===== config.mk =====
export PLATFORM = sky130hd
export DESIGN_NAME = sadc_pwr_ctrl
export DESIGN_NICKNAME = d
export VERILOG_FILES = /design/src/rtl/sadc_pkg.sv /design/src/rtl/sadc_sync.sv /design/src/rtl/sadc_frame.sv /design/src/rtl/sadc_mode.sv /design/src/rtl/sadc_pwr_ctrl.sv
export SDC_FILE = /design/constraint.sdc
export NUM_CORES = 1
export LEC_CHECK = 0
export CORE_ASPECT_RATIO = 0.8
export CORE_MARGIN = 5
export CORE_UTILIZATION = 55
export DETAILED_ROUTE_END_ITERATION = 16
export GPL_TIMING_DRIVEN = 0
export HOLD_SLACK_MARGIN = 0.03
export PLACE_DENSITY_LB_ADDON = 0.1
export RECOVER_POWER = 100
export SLEW_MARGIN = 25
export SYNTH_ARGS = -nofsm -noshare
export SYNTH_HDL_FRONTEND = slang
export SYNTH_SLANG_ARGS = --single-unit

===== constraint.sdc =====
create_clock -name clk -period 3.85 [get_ports clk]
set_input_delay 0.385 -clock clk [delete_from_list [all_inputs] [get_ports clk]]
set_output_delay 0.385 -clock clk [all_outputs]
set_load 0.1 [all_outputs]

===== src/rtl/sadc_pkg.sv =====
package sadc_pkg;

    typedef enum logic [1:0] {
        PM_SHDN = 2'b00,
        PM_WAKE = 2'b01,
        PM_NORM = 2'b10
    } pmode_e;

endpackage


===== src/rtl/sadc_sync.sv =====
module sadc_sync #(
    parameter int              WIDTH  = 2,
    parameter int              STAGES = 2,
    parameter logic [WIDTH-1:0] IDLE  = '1
) (
    input  logic             clk,
    input  logic             rst_n,
    input  logic [WIDTH-1:0] async_in,
    output logic [WIDTH-1:0] rise,
    output logic [WIDTH-1:0] fall
);

    typedef struct packed {
        logic [STAGES-1:0][WIDTH-1:0] chain;
        logic [WIDTH-1:0]             prev;
    } sync_st_t;

    sync_st_t st_d, st_q;

    always_comb begin
        st_d.chain[0] = async_in;
        for (int i = 1; i < STAGES; i++) begin
            st_d.chain[i] = st_q.chain[i-1];
        end
        st_d.prev = st_q.chain[STAGES-1];
    end

    always_ff @(posedge clk or negedge rst_n) begin
        if (!rst_n) begin
            st_q.chain <= {STAGES{IDLE}};
            st_q.prev  <= IDLE;
        end else begin
            st_q <= st_d;
        end
    end

    assign rise = st_q.chain[STAGES-1] & ~st_q.prev;
    assign fall = ~st_q.chain[STAGES-1] & st_q.prev;

endmodule


===== src/rtl/sadc_frame.sv =====
module sadc_frame #(
    parameter int DATA_W     = 12,
    parameter int LEAD_Z     = 3,
    parameter int TRACK_RISE = 13,
    localparam int WORD_LEN  = LEAD_Z + DATA_W + 1,
    localparam int CNT_W     = $clog2(WORD_LEN + 1)
) (
    input  logic              clk,
    input  logic              rst_n,
    input  logic              cs_fall,
    input  logic              cs_rise,
    input  logic              sclk_fall,
    input  logic              sclk_rise,
    input  logic [DATA_W-1:0] sample_word,
    output logic              sdo,
    output logic              sdo_en,
    output logic              hold,
    output logic              hold_pulse,
    output logic              track_pulse,
    output logic              rel_evt,
    output logic [CNT_W-1:0]  rel_cnt,
    output logic              fall_tick,
    output logic [CNT_W-1:0]  tick_cnt,
    output logic              done_evt
);

    typedef struct packed {
        logic                active;
        logic [CNT_W-1:0]    falls;
        logic [CNT_W-1:0]    rises;
        logic                hold;
        logic                en;
        logic [WORD_LEN-1:0] shreg;
        logic                hpulse;
        logic                tpulse;
    } frm_st_t;

    frm_st_t st_d, st_q;

    logic             fall_ok;
    logic [CNT_W-1:0] eff_cnt;
    logic [CNT_W-1:0] rise_nxt;

    always_comb begin
        fall_ok  = st_q.active && sclk_fall && (st_q.falls != CNT_W'(WORD_LEN));
        eff_cnt  = st_q.falls + CNT_W'(fall_ok);
        rise_nxt = st_q.rises + CNT_W'(1);

        st_d        = st_q;
        st_d.hpulse = 1'b0;
        st_d.tpulse = 1'b0;

        if (cs_fall) begin
            st_d.active = 1'b1;
            st_d.falls  = '0;
            st_d.rises  = '0;
            st_d.hold   = 1'b1;
            st_d.en     = 1'b1;
            st_d.shreg  = {{LEAD_Z{1'b0}}, sample_word, 1'b0};
            st_d.hpulse = 1'b1;
        end else if (cs_rise) begin
            st_d.active = 1'b0;
            st_d.en     = 1'b0;
            if (st_q.hold) begin
                st_d.hold   = 1'b0;
                st_d.tpulse = 1'b1;
            end
        end else if (st_q.active) begin
            if (fall_ok) begin
                st_d.falls = eff_cnt;
                st_d.shreg = {st_q.shreg[WORD_LEN-2:0], 1'b0};
                if (eff_cnt == CNT_W'(WORD_LEN)) begin
                    st_d.en = 1'b0;
                end
            end
            if (sclk_rise && (st_q.rises != CNT_W'(WORD_LEN))) begin
                st_d.rises = rise_nxt;
                if ((rise_nxt == CNT_W'(TRACK_RISE)) && st_q.hold) begin
                    st_d.hold   = 1'b0;
                    st_d.tpulse = 1'b1;
                end
            end
        end
    end

    always_ff @(posedge clk or negedge rst_n) begin
        if (!rst_n) begin
            st_q <= '0;
        end else begin
            st_q <= st_d;
        end
    end

    assign sdo         = st_q.en & st_q.shreg[WORD_LEN-1];
    assign sdo_en      = st_q.en;
    assign hold        = st_q.hold;
    assign hold_pulse  = st_q.hpulse;
    assign track_pulse = st_q.tpulse;
    assign rel_evt     = cs_rise & st_q.active;
    assign rel_cnt     = eff_cnt;
    assign fall_tick   = fall_ok & ~cs_rise & ~cs_fall;
    assign tick_cnt    = eff_cnt;
    assign done_evt    = fall_ok & (eff_cnt == CNT_W'(WORD_LEN));

endmodule


===== src/rtl/sadc_mode.sv =====
module sadc_mode
    import sadc_pkg::*;
#(
    parameter int   CNT_W        = 5,
    parameter int   SHDN_FROM    = 2,
    parameter int   NORMAL_FROM  = 10,
    parameter logic RESET_NORMAL = 1'b1
) (
    input  logic             clk,
    input  logic             rst_n,
    input  logic             cs_fall,
    input  logic             rel_evt,
    input  logic [CNT_W-1:0] rel_cnt,
    input  logic             fall_tick,
    input  logic [CNT_W-1:0] tick_cnt,
    input  logic             done_evt,
    output logic [1:0]       pwr_state,
    output logic             frame_done,
    output logic             frame_valid
);

    typedef struct packed {
        pmode_e mode;
        logic   pend;
        logic   dummy;
        logic   done;
        logic   valid;
    } mode_st_t;

    mode_st_t st_d, st_q;

    always_comb begin
        st_d       = st_q;
        st_d.done  = 1'b0;
        st_d.valid = 1'b0;

        if (cs_fall) begin
            st_d.dummy = st_q.pend | (st_q.mode != PM_NORM);
            st_d.pend  = 1'b0;
            if (st_q.mode == PM_SHDN) begin
                st_d.mode = PM_WAKE;
            end
        end

        if (rel_evt) begin
            unique case (st_q.mode)
                PM_NORM: begin
                    if ((rel_cnt >= CNT_W'(SHDN_FROM)) && (rel_cnt < CNT_W'(NORMAL_FROM))) begin
                        st_d.mode = PM_SHDN;
                    end
                end
                PM_WAKE: begin
                    st_d.mode = (rel_cnt >= CNT_W'(NORMAL_FROM)) ? PM_NORM : PM_SHDN;
                end
                default: st_d.mode = st_q.mode;
            endcase
        end else if (fall_tick && (st_q.mode == PM_WAKE) && (tick_cnt == CNT_W'(NORMAL_FROM))) begin
            st_d.mode = PM_NORM;
        end

        if (done_evt) begin
            st_d.done  = 1'b1;
            st_d.valid = ~st_q.dummy;
        end
    end

    always_ff @(posedge clk or negedge rst_n) begin
        if (!rst_n) begin
            st_q.mode  <= RESET_NORMAL ? PM_NORM : PM_SHDN;
            st_q.pend  <= 1'b1;
            st_q.dummy <= 1'b1;
            st_q.done  <= 1'b0;
            st_q.valid <= 1'b0;
        end else begin
            st_q <= st_d;
        end
    end

    assign pwr_state   = st_q.mode;
    assign frame_done  = st_q.done;
    assign frame_valid = st_q.valid;

endmodule


===== src/rtl/sadc_pwr_ctrl.sv =====
module sadc_pwr_ctrl #(
    parameter int   DATA_W       = 12,
    parameter int   LEAD_Z       = 3,
    parameter int   SYNC_STAGES  = 2,
    parameter int   TRACK_RISE   = 13,
    parameter int   SHDN_FROM    = 2,
    parameter int   NORMAL_FROM  = 10,
    parameter logic RESET_NORMAL = 1'b1
) (
    input  logic              clk,
    input  logic              rst_n,
    input  logic              cs_n,
    input  logic              sclk,
    input  logic [DATA_W-1:0] sample_word,
    output logic              sdo,
    output logic              sdo_en,
    output logic              hold,
    output logic              hold_pulse,
    output logic              track_pulse,
    output logic [1:0]        pwr_state,
    output logic              frame_done,
    output logic              frame_valid
);

    localparam int WORD_LEN = LEAD_Z + DATA_W + 1;
    localparam int CNT_W    = $clog2(WORD_LEN + 1);

    logic [1:0]       pin_rise;
    logic [1:0]       pin_fall;
    logic             cs_fall;
    logic             cs_rise;
    logic             sclk_fall;
    logic             sclk_rise;
    logic             rel_evt;
    logic [CNT_W-1:0] rel_cnt;
    logic             fall_tick;
    logic [CNT_W-1:0] tick_cnt;
    logic             done_evt;

    sadc_sync #(
        .WIDTH (2),
        .STAGES(SYNC_STAGES),
        .IDLE  (2'b11)
    ) u_sync (
        .clk     (clk),
        .rst_n   (rst_n),
        .async_in({sclk, cs_n}),
        .rise    (pin_rise),
        .fall    (pin_fall)
    );

    assign cs_fall   = pin_fall[0];
    assign cs_rise   = pin_rise[0];
    assign sclk_fall = pin_fall[1];
    assign sclk_rise = pin_rise[1];

    sadc_frame #(
        .DATA_W    (DATA_W),
        .LEAD_Z    (LEAD_Z),
        .TRACK_RISE(TRACK_RISE)
    ) u_frame (
        .clk        (clk),
        .rst_n      (rst_n),
        .cs_fall    (cs_fall),
        .cs_rise    (cs_rise),
        .sclk_fall  (sclk_fall),
        .sclk_rise  (sclk_rise),
        .sample_word(sample_word),
        .sdo        (sdo),
        .sdo_en     (sdo_en),
        .hold       (hold),
        .hold_pulse (hold_pulse),
        .track_pulse(track_pulse),
        .rel_evt    (rel_evt),
        .rel_cnt    (rel_cnt),
        .fall_tick  (fall_tick),
        .tick_cnt   (tick_cnt),
        .done_evt   (done_evt)
    );

    sadc_mode #(
        .CNT_W       (CNT_W),
        .SHDN_FROM   (SHDN_FROM),
        .NORMAL_FROM (NORMAL_FROM),
        .RESET_NORMAL(RESET_NORMAL)
    ) u_mode (
        .clk        (clk),
        .rst_n      (rst_n),
        .cs_fall    (cs_fall),
        .rel_evt    (rel_evt),
        .rel_cnt    (rel_cnt),
        .fall_tick  (fall_tick),
        .tick_cnt   (tick_cnt),
        .done_evt   (done_evt),
        .pwr_state  (pwr_state),
        .frame_done (frame_done),
        .frame_valid(frame_valid)
    );

endmodule


==> summary.md, run 1 <==
| Metric | Value |
|---|---|
| Total chip power | `0.00116 W` |
| TNS Setup | `0 ps` |
| First-pass GRT wire length | `7080 um` |
| Setup repair after global routing missed its margin | `no` |
| DRC Markers | `0` |
| Crit path kind | `reg2reg` |
| Met3 WL | `189 um` |
| Hpwl dp | `around 3000 um` |
| Root buffer cell | `clkbuf_8` |
| Hold slack | `approximately 220 ps` |
| Number of placement rows | `20` |
| Num ports | `25` |
| Die height | `65.9 um` |
| Mapped Cells | `171` |
| WP buf/inv | `1` |
| Grt ovf | `0` |
| Synthesized Nets | `193` |
| Core area | `3780 sq um` |
| Final GP Congestion | `approximately 0.83` |
| Met1 Wirelength | `1820 um` |
| Worst-path cell chain | `clkbuf_1 > or4b_1 > o2111a_1 > ha_1 > ha_1 > xnor2_1 > nor4b_1 > mux2i_1 > a221o_1` |
| Drt via density | `about 5.6` |
| Fill cell instance count of the final layout | `284` |
| Post-synthesis register bit count | `42` |
| Slowest-stage cell, CP | `or4b_1` |
| Vias | `around 1400` |
| Clk_skew | `about 9.4 ps` |
| Port buffer count | `24` |
| Die width | `79.8 um` |
| Drt initial violations | `60` |
| PostCTS Resize Cnt | `0` |
| Syn Area/Cell | `approximately 13 sq um` |
| Tmin final | `about 3000 ps` |
| Total GRT Usage | `17.5%` |
| Number of setup buffers added after CTS | `0` |
| Sequential area share after synthesis | `49.5%` |
| Post-CTS Hold Buffers | `0` |
| Die footprint | `5260 sq um` |
| Peak VDD IR | `275 uV` |
| Wirelength per Cell | `15.3 um` |
| Area Overhead vs Synth | `16.7%` |
| DRT Wirelength | `3950 um` |
| Kind of end point of the critical path | `register` |
| Worst-skew pair later-pin latency | `between 200 and 300 ps` |
| Clock slew at reported path FFs | `about 80 ps` |
| CTS tree | `built` |
| Fin util | `66.3%` |
| Power density over the cells | `around 460 nW/um^2` |
| CP endpoint | `u_mode.pwr_state[1]` |
| ANT nets after route | `0` |
| Worst-path fanout max | `8` |
| Fmax | `336 MHz` |
| Final hold viol count | `0` |
| CTS sink count | `42` |
| Max Root-Sink Buffers | `2` |
| Worst relative slew slack | `14.8%` |
| Nets@finish | `roughly 230` |
| Delay-heaviest family, CP | `simple AND/OR/NAND/NOR gates` |
| Req. time, crit path | `4060 ps` |
| Final Max Tran Viols | `0` |
| Antenna violations before repair | `0` |
| R2r startpoint | `u_frame.st_q[27]` |
| Synth warn | `0` |
| Status | `finished clean` |
| Number of H-tree levels | `2` |
| EDFF count, synth | `0` |
| Final setup fails | `0` |
| CTS buffer count | `5` |
| Distinct cells, synth | `47` |
| Critical Path Start Type | `register` |
| Most frequent CP cell | `ha_1` |
| Met2 Routed Length | `1930 um` |
| Crit path DAT | `roughly 3200 ps` |
| Measured slew at the worst slew-check pin | `1280 ps` |
| Top_reg_cell synth | `dfrtp_1` |
| Reg-to-reg critical path endpoint | `u_mode.pwr_state[1]` |
| Total leakage power | `~1.1 nW` |
| Initial core utilization | `between 50% and 60%` |
| R2r setup slk | `870 ps` |
| Asr flop ratio synth | `100%` |
| Pin count of the biggest net entering global routing | `26` |
| Vias in the first global route | `1532` |
| DR top layer | `met4` |
| FF-to-FF path depth | `9` |
| Ant diodes | `0` |
| WP depth | `9` |
| Final Cycle Share | `77.4%` |
| Share of cells above drive strength 1 | `19.6%` |
| DRT Pass-1 Iters | `4` |
| Max incr delay on CP | `560 ps` |
| Hold Crit Class | `in2async` |
| Max Cap Viol | `0` |
| CP startpoint | `u_frame.st_q[27]` |
| Netlist Area Pre-Place | `2150 sq um` |
## cells by family after synthesis
kind of cell | synth area share (%)
and+or+nand+nor | 10.8
adders and majority gates | 3.50
buffers and inverters | 4.90
xor gates and xnor gates | 3.27
muxes | 16.0
AOI/OAI and AO/OA | 12.0
DFF | 49.5
## report_power, final
group          total [W]  switching, W  internal [W]  leakage (nW)
clock           0.000354      0.000143      0.000211        0.0585
sequential      0.000565     0.0000477      0.000517         0.522
combinational   0.000239      0.000116      0.000124         0.510
total            0.00116      0.000306      0.000852          1.09
## sequential cells by signal (all words and copies together), names as in the netlist, 2 cells and up
name and count:
u_frame.st_q 26, u_mode.pwr_state 2, u_mode.st_q 2, u_sync.st_d 4, u_sync.st_q 2
## layout by cell type, fill, tap and decap left out, drive strengths merged, types with 2 or more instances in the layout
cell | synthesis | layout
dfrtp | 33 | 33
mux2 | 26 | 26
clkbuf | 3 | 15
clkdlybuf4s50 | 0 | 12
dlygate4sd3 | 0 | 11
dfstp | 9 | 9
inv | 7 | 7
nand2 | 7 | 7
a22o | 7 | 7
nor2 | 6 | 6
xnor2 | 6 | 6
o21ai | 6 | 6
ha | 6 | 6
nand3 | 4 | 4
buf | 7 | 4
nor2b | 3 | 3
nor4 | 3 | 3
o2bb2ai | 2 | 2
xor2 | 2 | 2
nand3b | 2 | 2
a21oi | 2 | 2
a31oi | 2 | 2
nor4b | 2 | 2
o31ai | 2 | 2
or2 | 2 | 2
nand2b | 2 | 2
o21ba | 2 | 2
## worst min-delay path by stage
stage / to / slack, ps / depth (start not counted)
final: u_frame.st_q[26] / 220 / 1
after global routing: u_frame.st_q[27] / 300 / 1
after CTS: u_frame.st_q[26] / 40 / 1
after detailed placement: u_sync.st_d[1] / 350 / 0
after global placement: u_sync.st_d[0] / 350 / 0
after floorplan: u_frame.hold / 90 / 0
## layer usage
layer,global-route usage [%],up-vias
li1,-,685
met5,0,-
met2,29.6,40
met1,22.5,716
met3,4.22,2
met4,5.06,0
## worst reg2reg max path, cell delays in order (launching register included)
cell      delay, ps
dfrtp_1         360
clkbuf_1        180
or4b_1          560
o2111a_1        300
ha_1            210
ha_1            260
xnor2_1         310
nor4b_1         280
mux2i_1         120
a221o_1         330
## Yosys cell counts, drive strengths merged (2+ instances only)
cell | n | area (sq um)
a21oi | 2 | 10.0
a22o | 7 | 61.3
a31oi | 2 | 12.5
buf | 7 | 67.6
clkbuf | 3 | 11.3
dfrtp | 33 | 826
dfstp | 9 | 236
ha | 6 | 75.1
inv | 7 | 26.3
mux2 | 26 | 334
nand2 | 7 | 26.3
nand2b | 2 | 12.5
nand3 | 4 | 20.0
nand3b | 2 | 15.0
nor2 | 6 | 22.5
nor2b | 3 | 18.8
nor4 | 3 | 18.8
nor4b | 2 | 17.5
o21ai | 6 | 30.0
o21ba | 2 | 20.0
o2bb2ai | 2 | 17.5
o31ai | 2 | 15.0
or2 | 2 | 12.5
xnor2 | 6 | 52.6
xor2 | 2 | 17.5
## through the flow
step / cell area (sq um) / setup WS [ps] / instances
after floorplan: 2150 / 1150 / 171
after global routing: 2500 / 566 / 259
final: 2500 / 870 / 259
after detailed placement: 2480 / 949 / 251
after CTS: 2590 / 913 / 259
after global placement: 2450 / 1020 / 250
## cell type report
type	count	area, sq um	share of cell area [%]
Clock inverter	1	30.0	1.20
Timing Repair Buffer	25	238	9.50
Clock buffer	7	86.3	3.45
Sequential cell	42	1060	42.4
Tap cell	55	68.8	2.75
Buffer	10	60.1	2.40
Multi-Input combinational cell	112	932	37.2
Inverter	7	26.3	1.05
No activity file was read; power rests on OpenSTA's default activity.
==> inputs of run 2 (changes only) <==
--- a/config.mk
+++ b/config.mk
@@ -7,7 +7,7 @@
 export LEC_CHECK = 0
 export CORE_ASPECT_RATIO = 0.8
 export CORE_MARGIN = 5
-export CORE_UTILIZATION = 55
+export CORE_UTILIZATION = 50
 export DETAILED_ROUTE_END_ITERATION = 16
 export GPL_TIMING_DRIVEN = 0
 export HOLD_SLACK_MARGIN = 0.03
==> constraint.sdc (replaced) <==
create_clock -name clk -period 2.5 [get_ports clk]
set_input_delay 0.25 -clock clk [delete_from_list [all_inputs] [get_ports clk]]
set_output_delay 0.25 -clock clk [all_outputs]
set_load 0.1 [all_outputs]
==> summary.md, run 2 (synthesized netlist as in run 1, its figures left out) <==
| Metric | Value |
|---|---|
| Final Cycle Share | `100%` |
| Kind of end point of the critical path | `register` |
| Worst relative slew slack | `35.2%` |
| CP startpoint | `u_frame.st_q[26]` |
| Hold slack | `353 ps` |
| Vias | `1480` |
| CTS tree | `built` |
| Measured slew at the worst slew-check pin | `approximately 970 ps` |
| Die footprint | `5710 sq um` |
| HP Start | `u_sync.st_d[5]` |
| Number of placement rows | `21` |
| Setup repair after global routing missed its margin | `yes` |
| Critical Path Start Type | `register` |
| Initial core utilization | `51.4%` |
| Failing checks | `negative setup slack` |
| DRT Wirelength | `4250 um` |
| ANT nets after route | `0` |
| Pin count of the biggest net entering global routing | `28` |
| Antenna violations before repair | `0` |
| Hold Crit Class | `reg2reg` |
| Final cell count without fillers | `265` |
| Total leakage power | `about 1.1 nW` |
| Multi-input gate area | `roughly 1100 sq um` |
| Hpwl dp | `approximately 3000 um` |
| Die width | `83.2 um` |
| Max Root-Sink Buffers | `2` |
| R2r startpoint | `u_frame.st_q[26]` |
| Number of flip-flops in the largest register | `26` |
| Clock slew at reported path FFs | `about 70 ps` |
| Share of cells above drive strength 1 | `between 30 and 40%` |
| Drt initial violations | `47` |
| Status | `complete, but fails checks` |
| Tmin final | `approximately 2500 ps` |
| Vias in the first global route | `1561` |
| Commonest non-fill, non-tap cells in the layout | `dfrtp_1, clkdlybuf4s50_1, mux2_2, mux2_4, dfstp_2` |
| Die height | `68.6 um` |
| Most flops, register | `u_frame.st_q` |
| Peak VDD IR | `469 uV` |
| Nets@finish | `229` |
| Fill cell instance count of the final layout | `320` |
| First-pass GRT wire length | `about 7400 um` |
| Commonest non-fill, non-tap cell in the layout | `dfrtp_1` |
| Final hold viol count | `0` |
| Number of H-tree levels | `2` |
| DRT Pass-1 Iters | `4` |
| CTS buffer count | `5` |
| Worst-skew pair later-pin latency | `290 ps` |
| Setup WS pre-CTS | `-143 ps` |
| Num ports | `25` |
| Crit path kind | `reg2reg` |
| Register area | `1070 sq um` |
| Max Cap Viol | `0` |
| Grt ovf | `0` |
| DRC Markers | `0` |
| CTS sink count | `42` |
| Total GRT Usage | `about 16%` |
| Crit path DAT | `2720 ps` |
| Clk_skew | `10.4 ps` |
| Wirelength per Cell | `16.0 um` |
| Inst Count DP | `253` |
| Worst-path fanout max | `6` |
| Post-route setup slack | `-5.91 ps` |
| Port buffer count | `24` |
| Core area | `4180 sq um` |
| Ant diodes | `0` |
| Fmax | `399 MHz` |
| Power density over the cells | `682 nW/um^2` |
| Area Overhead vs Synth | `25.7%` |
| Final GP Congestion | `~0.77` |
| Req. time, crit path | `2710 ps` |
| R2r setup slk | `-6 ps` |
| Root buffer cell | `clkbuf_8` |
| Fin util | `64.6%` |
| Final Max Tran Viols | `0` |
| Drt via density | `~5.6` |
| TNS Setup | `-5.91 ps` |
| Final setup fails | `1` |
-- run 2: worst paths after layout --
path | end | cells past startpoint
max | u_mode.pwr_state[1] | 8
min | u_sync.st_d[1] | 0
max reg2reg | u_mode.pwr_state[1] | 8
min reg2reg | u_sync.st_d[1] | 0
max in group asynchronous | u_sync.st_d[4] | 3
min in group asynchronous | u_frame.st_q[30] | 2
-- run 2: metrics by stage --
step	power (W)	area [sq um]
after floorplan	0.00121	2180
after global placement	0.00130	2500
after detailed placement	0.00133	2510
after CTS	0.00186	2670
after global routing	0.00193	2700
final	0.00184	2700
-- run 2: routing by layer --
layer / track usage (%) / vias to the layer above / part of all wire, % / wire length, um
met5: 0 / - / 0 / 0
li1: - / 690 / - / -
met1: 20.2 / 740 / 45 / 1900
met2: 28.9 / 44 / 50 / 2110
met3: 4.04 / 6 / 4.4 / 189
met4: 6.12 / 0 / 1.2 / 53
-- run 2: final cells by class --
| type | count | share of cell area, % |
|---|---|---|
| Multi-Input combinational cell | 112 | 39.3 |
| Sequential cell | 42 | 39.5 |
| Clock inverter | 1 | 1.11 |
| Buffer | 8 | 2.37 |
| Inverter | 7 | 0.974 |
| Timing Repair Buffer | 31 | 11.2 |
| Tap cell | 57 | 2.64 |
| Clock buffer | 7 | 2.83 |
-- run 2: repair_timing --
action                     in CTS  in global routing
hold endpoints to repair       11                  0
gates cloned                    0                  0
buffers inserted                5                  0
pin swaps                       6                  0
setup endpoints to repair       3                  4
hold buffers                    1                  0
resized for setup               5                  6
-- run 2: worst max-delay path, stage by stage (launching register included) --
cell      delay (ps)
dfrtp_2          420
or4b_4           540
o2111a_2         290
ha_4             180
ha_4             190
xnor2_4          170
nor4b_2          210
mux2i_1          110
a221o_1          320
-- run 2: report_power, final --
part	switching, W	internal, W
Sequential	0.0000764	0.000797
Clock	0.000216	0.000299
Combinational	0.000191	0.000260
Total	0.000483	0.00136
==> inputs of run 3 (changes only) <==
--- a/config.mk
+++ b/config.mk
@@ -8,6 +8,7 @@
 export CORE_ASPECT_RATIO = 0.8
 export CORE_MARGIN = 5
 export CORE_UTILIZATION = 50
+export CTS_BUF_LIST = sky130_fd_sc_hd__clkbuf_8 sky130_fd_sc_hd__clkbuf_16
 export DETAILED_ROUTE_END_ITERATION = 16
 export GPL_TIMING_DRIVEN = 0
 export HOLD_SLACK_MARGIN = 0.03
==> summary.md, run 3 (synthesized netlist as in run 1, its figures left out) <==
| Metric | Value |
|---|---|
| Max Cap Viol | `0` |
| Port buffer count | `24` |
| Number of placement rows | `21` |
| Worst-path fanout max | `6` |
| Clk_skew | `10.3 ps` |
| Root buffer cell | `clkbuf_8` |
| Num ports | `25` |
| Hpwl dp | `2980 um` |
| Fmax | `about 400 MHz` |
| Total chip power | `0.00183 W` |
| Final Cycle Share | `100%` |
| Share of cells above drive strength 1 | `between 30 and 40%` |
| Hold Crit Class | `reg2reg` |
| Drt via density | `5.55` |
| Final setup fails | `1` |
| Area Overhead vs Synth | `25.7%` |
| TNS Setup | `-2.78 ps` |
| Grt ovf | `0` |
| Die footprint | `5710 sq um` |
| Vias in the first global route | `1560` |
| DRT Wirelength | `4280 um` |
| DRT Pass-1 Iters | `4` |
| Worst-skew pair later-pin latency | `290 ps` |
| Kind of end point of the critical path | `register` |
| Fin util | `64.6%` |
| Req. time, crit path | `approximately 2700 ps` |
| Drt initial violations | `56` |
| Final Max Tran Viols | `0` |
| Critical Path Start Type | `register` |
| Tmin final | `2500 ps` |
| Slowest-stage cell, CP | `or4b_4` |
| Max Root-Sink Buffers | `2` |
| Post-Layout Inst Area | `~2700 sq um` |
| CTS sink count | `42` |
| Nets@finish | `229` |
| Final GP Congestion | `0.768` |
| Pin count of the biggest net entering global routing | `28` |
| Wirelength per Cell | `around 16 um` |
| Die height | `68.6 um` |
| Fill cell instance count of the final layout | `320` |
| Clock slew at reported path FFs | `70 ps` |
| ANT nets after route | `0` |
| Post-route setup slack | `-2.78 ps` |
| Number of H-tree levels | `2` |
| Max incr delay on CP | `540 ps` |
| Crit path kind | `reg2reg` |
| Total GRT Usage | `16.5%` |
| Commonest non-fill, non-tap cells in the layout | `dfrtp_1, clkdlybuf4s50_1, mux2_2, mux2_4` |
| Power density over the cells | `679 nW/um^2` |
| Worst relative slew slack | `a little over a third` |
| Most frequent CP cell | `ha_4` |
| Antenna violations before repair | `0` |
| Total leakage power | `1.16 nW` |
| CTS tree | `built` |
| Most flops, register | `u_frame.st_q` |
| Worst-path cell chain | `or4b_4 > o2111a_2 > ha_4 > ha_4 > xnor2_4 > nor4b_2 > mux2i_1 > a221o_1` |
| Core area | `~4200 sq um` |
| Setup WS pre-CTS | `-143 ps` |
| Failing checks | `negative setup slack` |
| Setup repair after global routing missed its margin | `yes` |
| Vias | `1472` |
| Crit path DAT | `roughly 2700 ps` |
| Ant diodes | `0` |
| Status | `complete, but fails checks` |
| Peak VDD IR | `468 uV` |
| Initial core utilization | `51.4%` |
| Die width | `83.2 um` |
| Post-DP Area | `2510 sq um` |
| First-pass GRT wire length | `roughly 7400 um` |
| Final hold viol count | `0` |
| CTS buffer count | `5` |
| Measured slew at the worst slew-check pin | `969 ps` |
| DRC Markers | `0` |
| Number of flip-flops in the largest register | `26` |
| Commonest non-fill, non-tap cell in the layout | `dfrtp_1` |
[run 3: repair_timing]
| action | CTS | global route |
|---|---|---|
| hold endpoints to repair | 11 | 0 |
| pin swaps | 6 | 0 |
| hold buffers | 1 | 0 |
| endpoints found under the setup margin | 3 | 4 |
| buffers inserted | 5 | 0 |
| gates resized for setup | 5 | 6 |
[run 3: per-layer routing]
layer  GRT usage [%]  wire (um)  vias up
met3            4.04        210        6
met5               0          0        -
met1            20.4       1910      733
met4            6.12         53        0
li1                -          -      690
met2            28.7       2100       43
[run 3: critical path, delay by kind of cell (launching register included)]
family | cells | cell delay (ps)
AO/OA/AOI/OAI | 2 | 610
XOR/XNOR | 1 | 170
adder cells (fa/ha/maj) | 2 | 370
flip-flops | 1 | 420
multiplexers | 1 | 110
AND/OR/NAND/NOR | 2 | 750
[run 3: path summary, 6_finish.rpt]
path / from / end / slack, ps / depth (start not counted)
worst min register to register: u_sync.st_d[5] / u_sync.st_d[1] / 350 / 0
worst min-delay path: u_sync.st_d[5] / u_sync.st_d[1] / 350 / 0
worst max register to register: u_frame.st_q[26] / u_mode.pwr_state[1] / -3 / 8
max in group asynchronous: rst_n / u_sync.st_d[4] / 1520 / 3
worst max-delay path: u_frame.st_q[26] / u_mode.pwr_state[1] / -3 / 8
min in group asynchronous: rst_n / u_frame.st_q[30] / 430 / 2
[run 3: layout make-up]
cell class	instances	area [sq um]	share of cell area, %
plain buffers	8	63.8	2.37
clock buffers	5	68.8	2.55
clock inverters	3	37.5	1.39
inverters	7	26.3	0.974
multi-input cells	112	1060	39.3
flip-flops and latches	42	1070	39.5
well taps	57	71.3	2.64
repair buffers	31	303	11.2
[run 3: per-stage QoR]
| stage | instances | hold WS (ps) |
|---|---|---|
| after CTS | 265 | 354 |
| after floorplan | 171 | -45.6 |
| after global placement | 252 | 346 |
| after detailed placement | 253 | 197 |
| final | 265 | 353 |
| after global routing | 265 | 356 |
[run 3: where the power goes]
part,internal (W),switching [W],total [W]
sequential,0.000797,0.0000764,0.000874
clock,0.000291,0.000217,0.000508
combinational,0.000260,0.000190,0.000450
total,0.00135,0.000483,0.00183
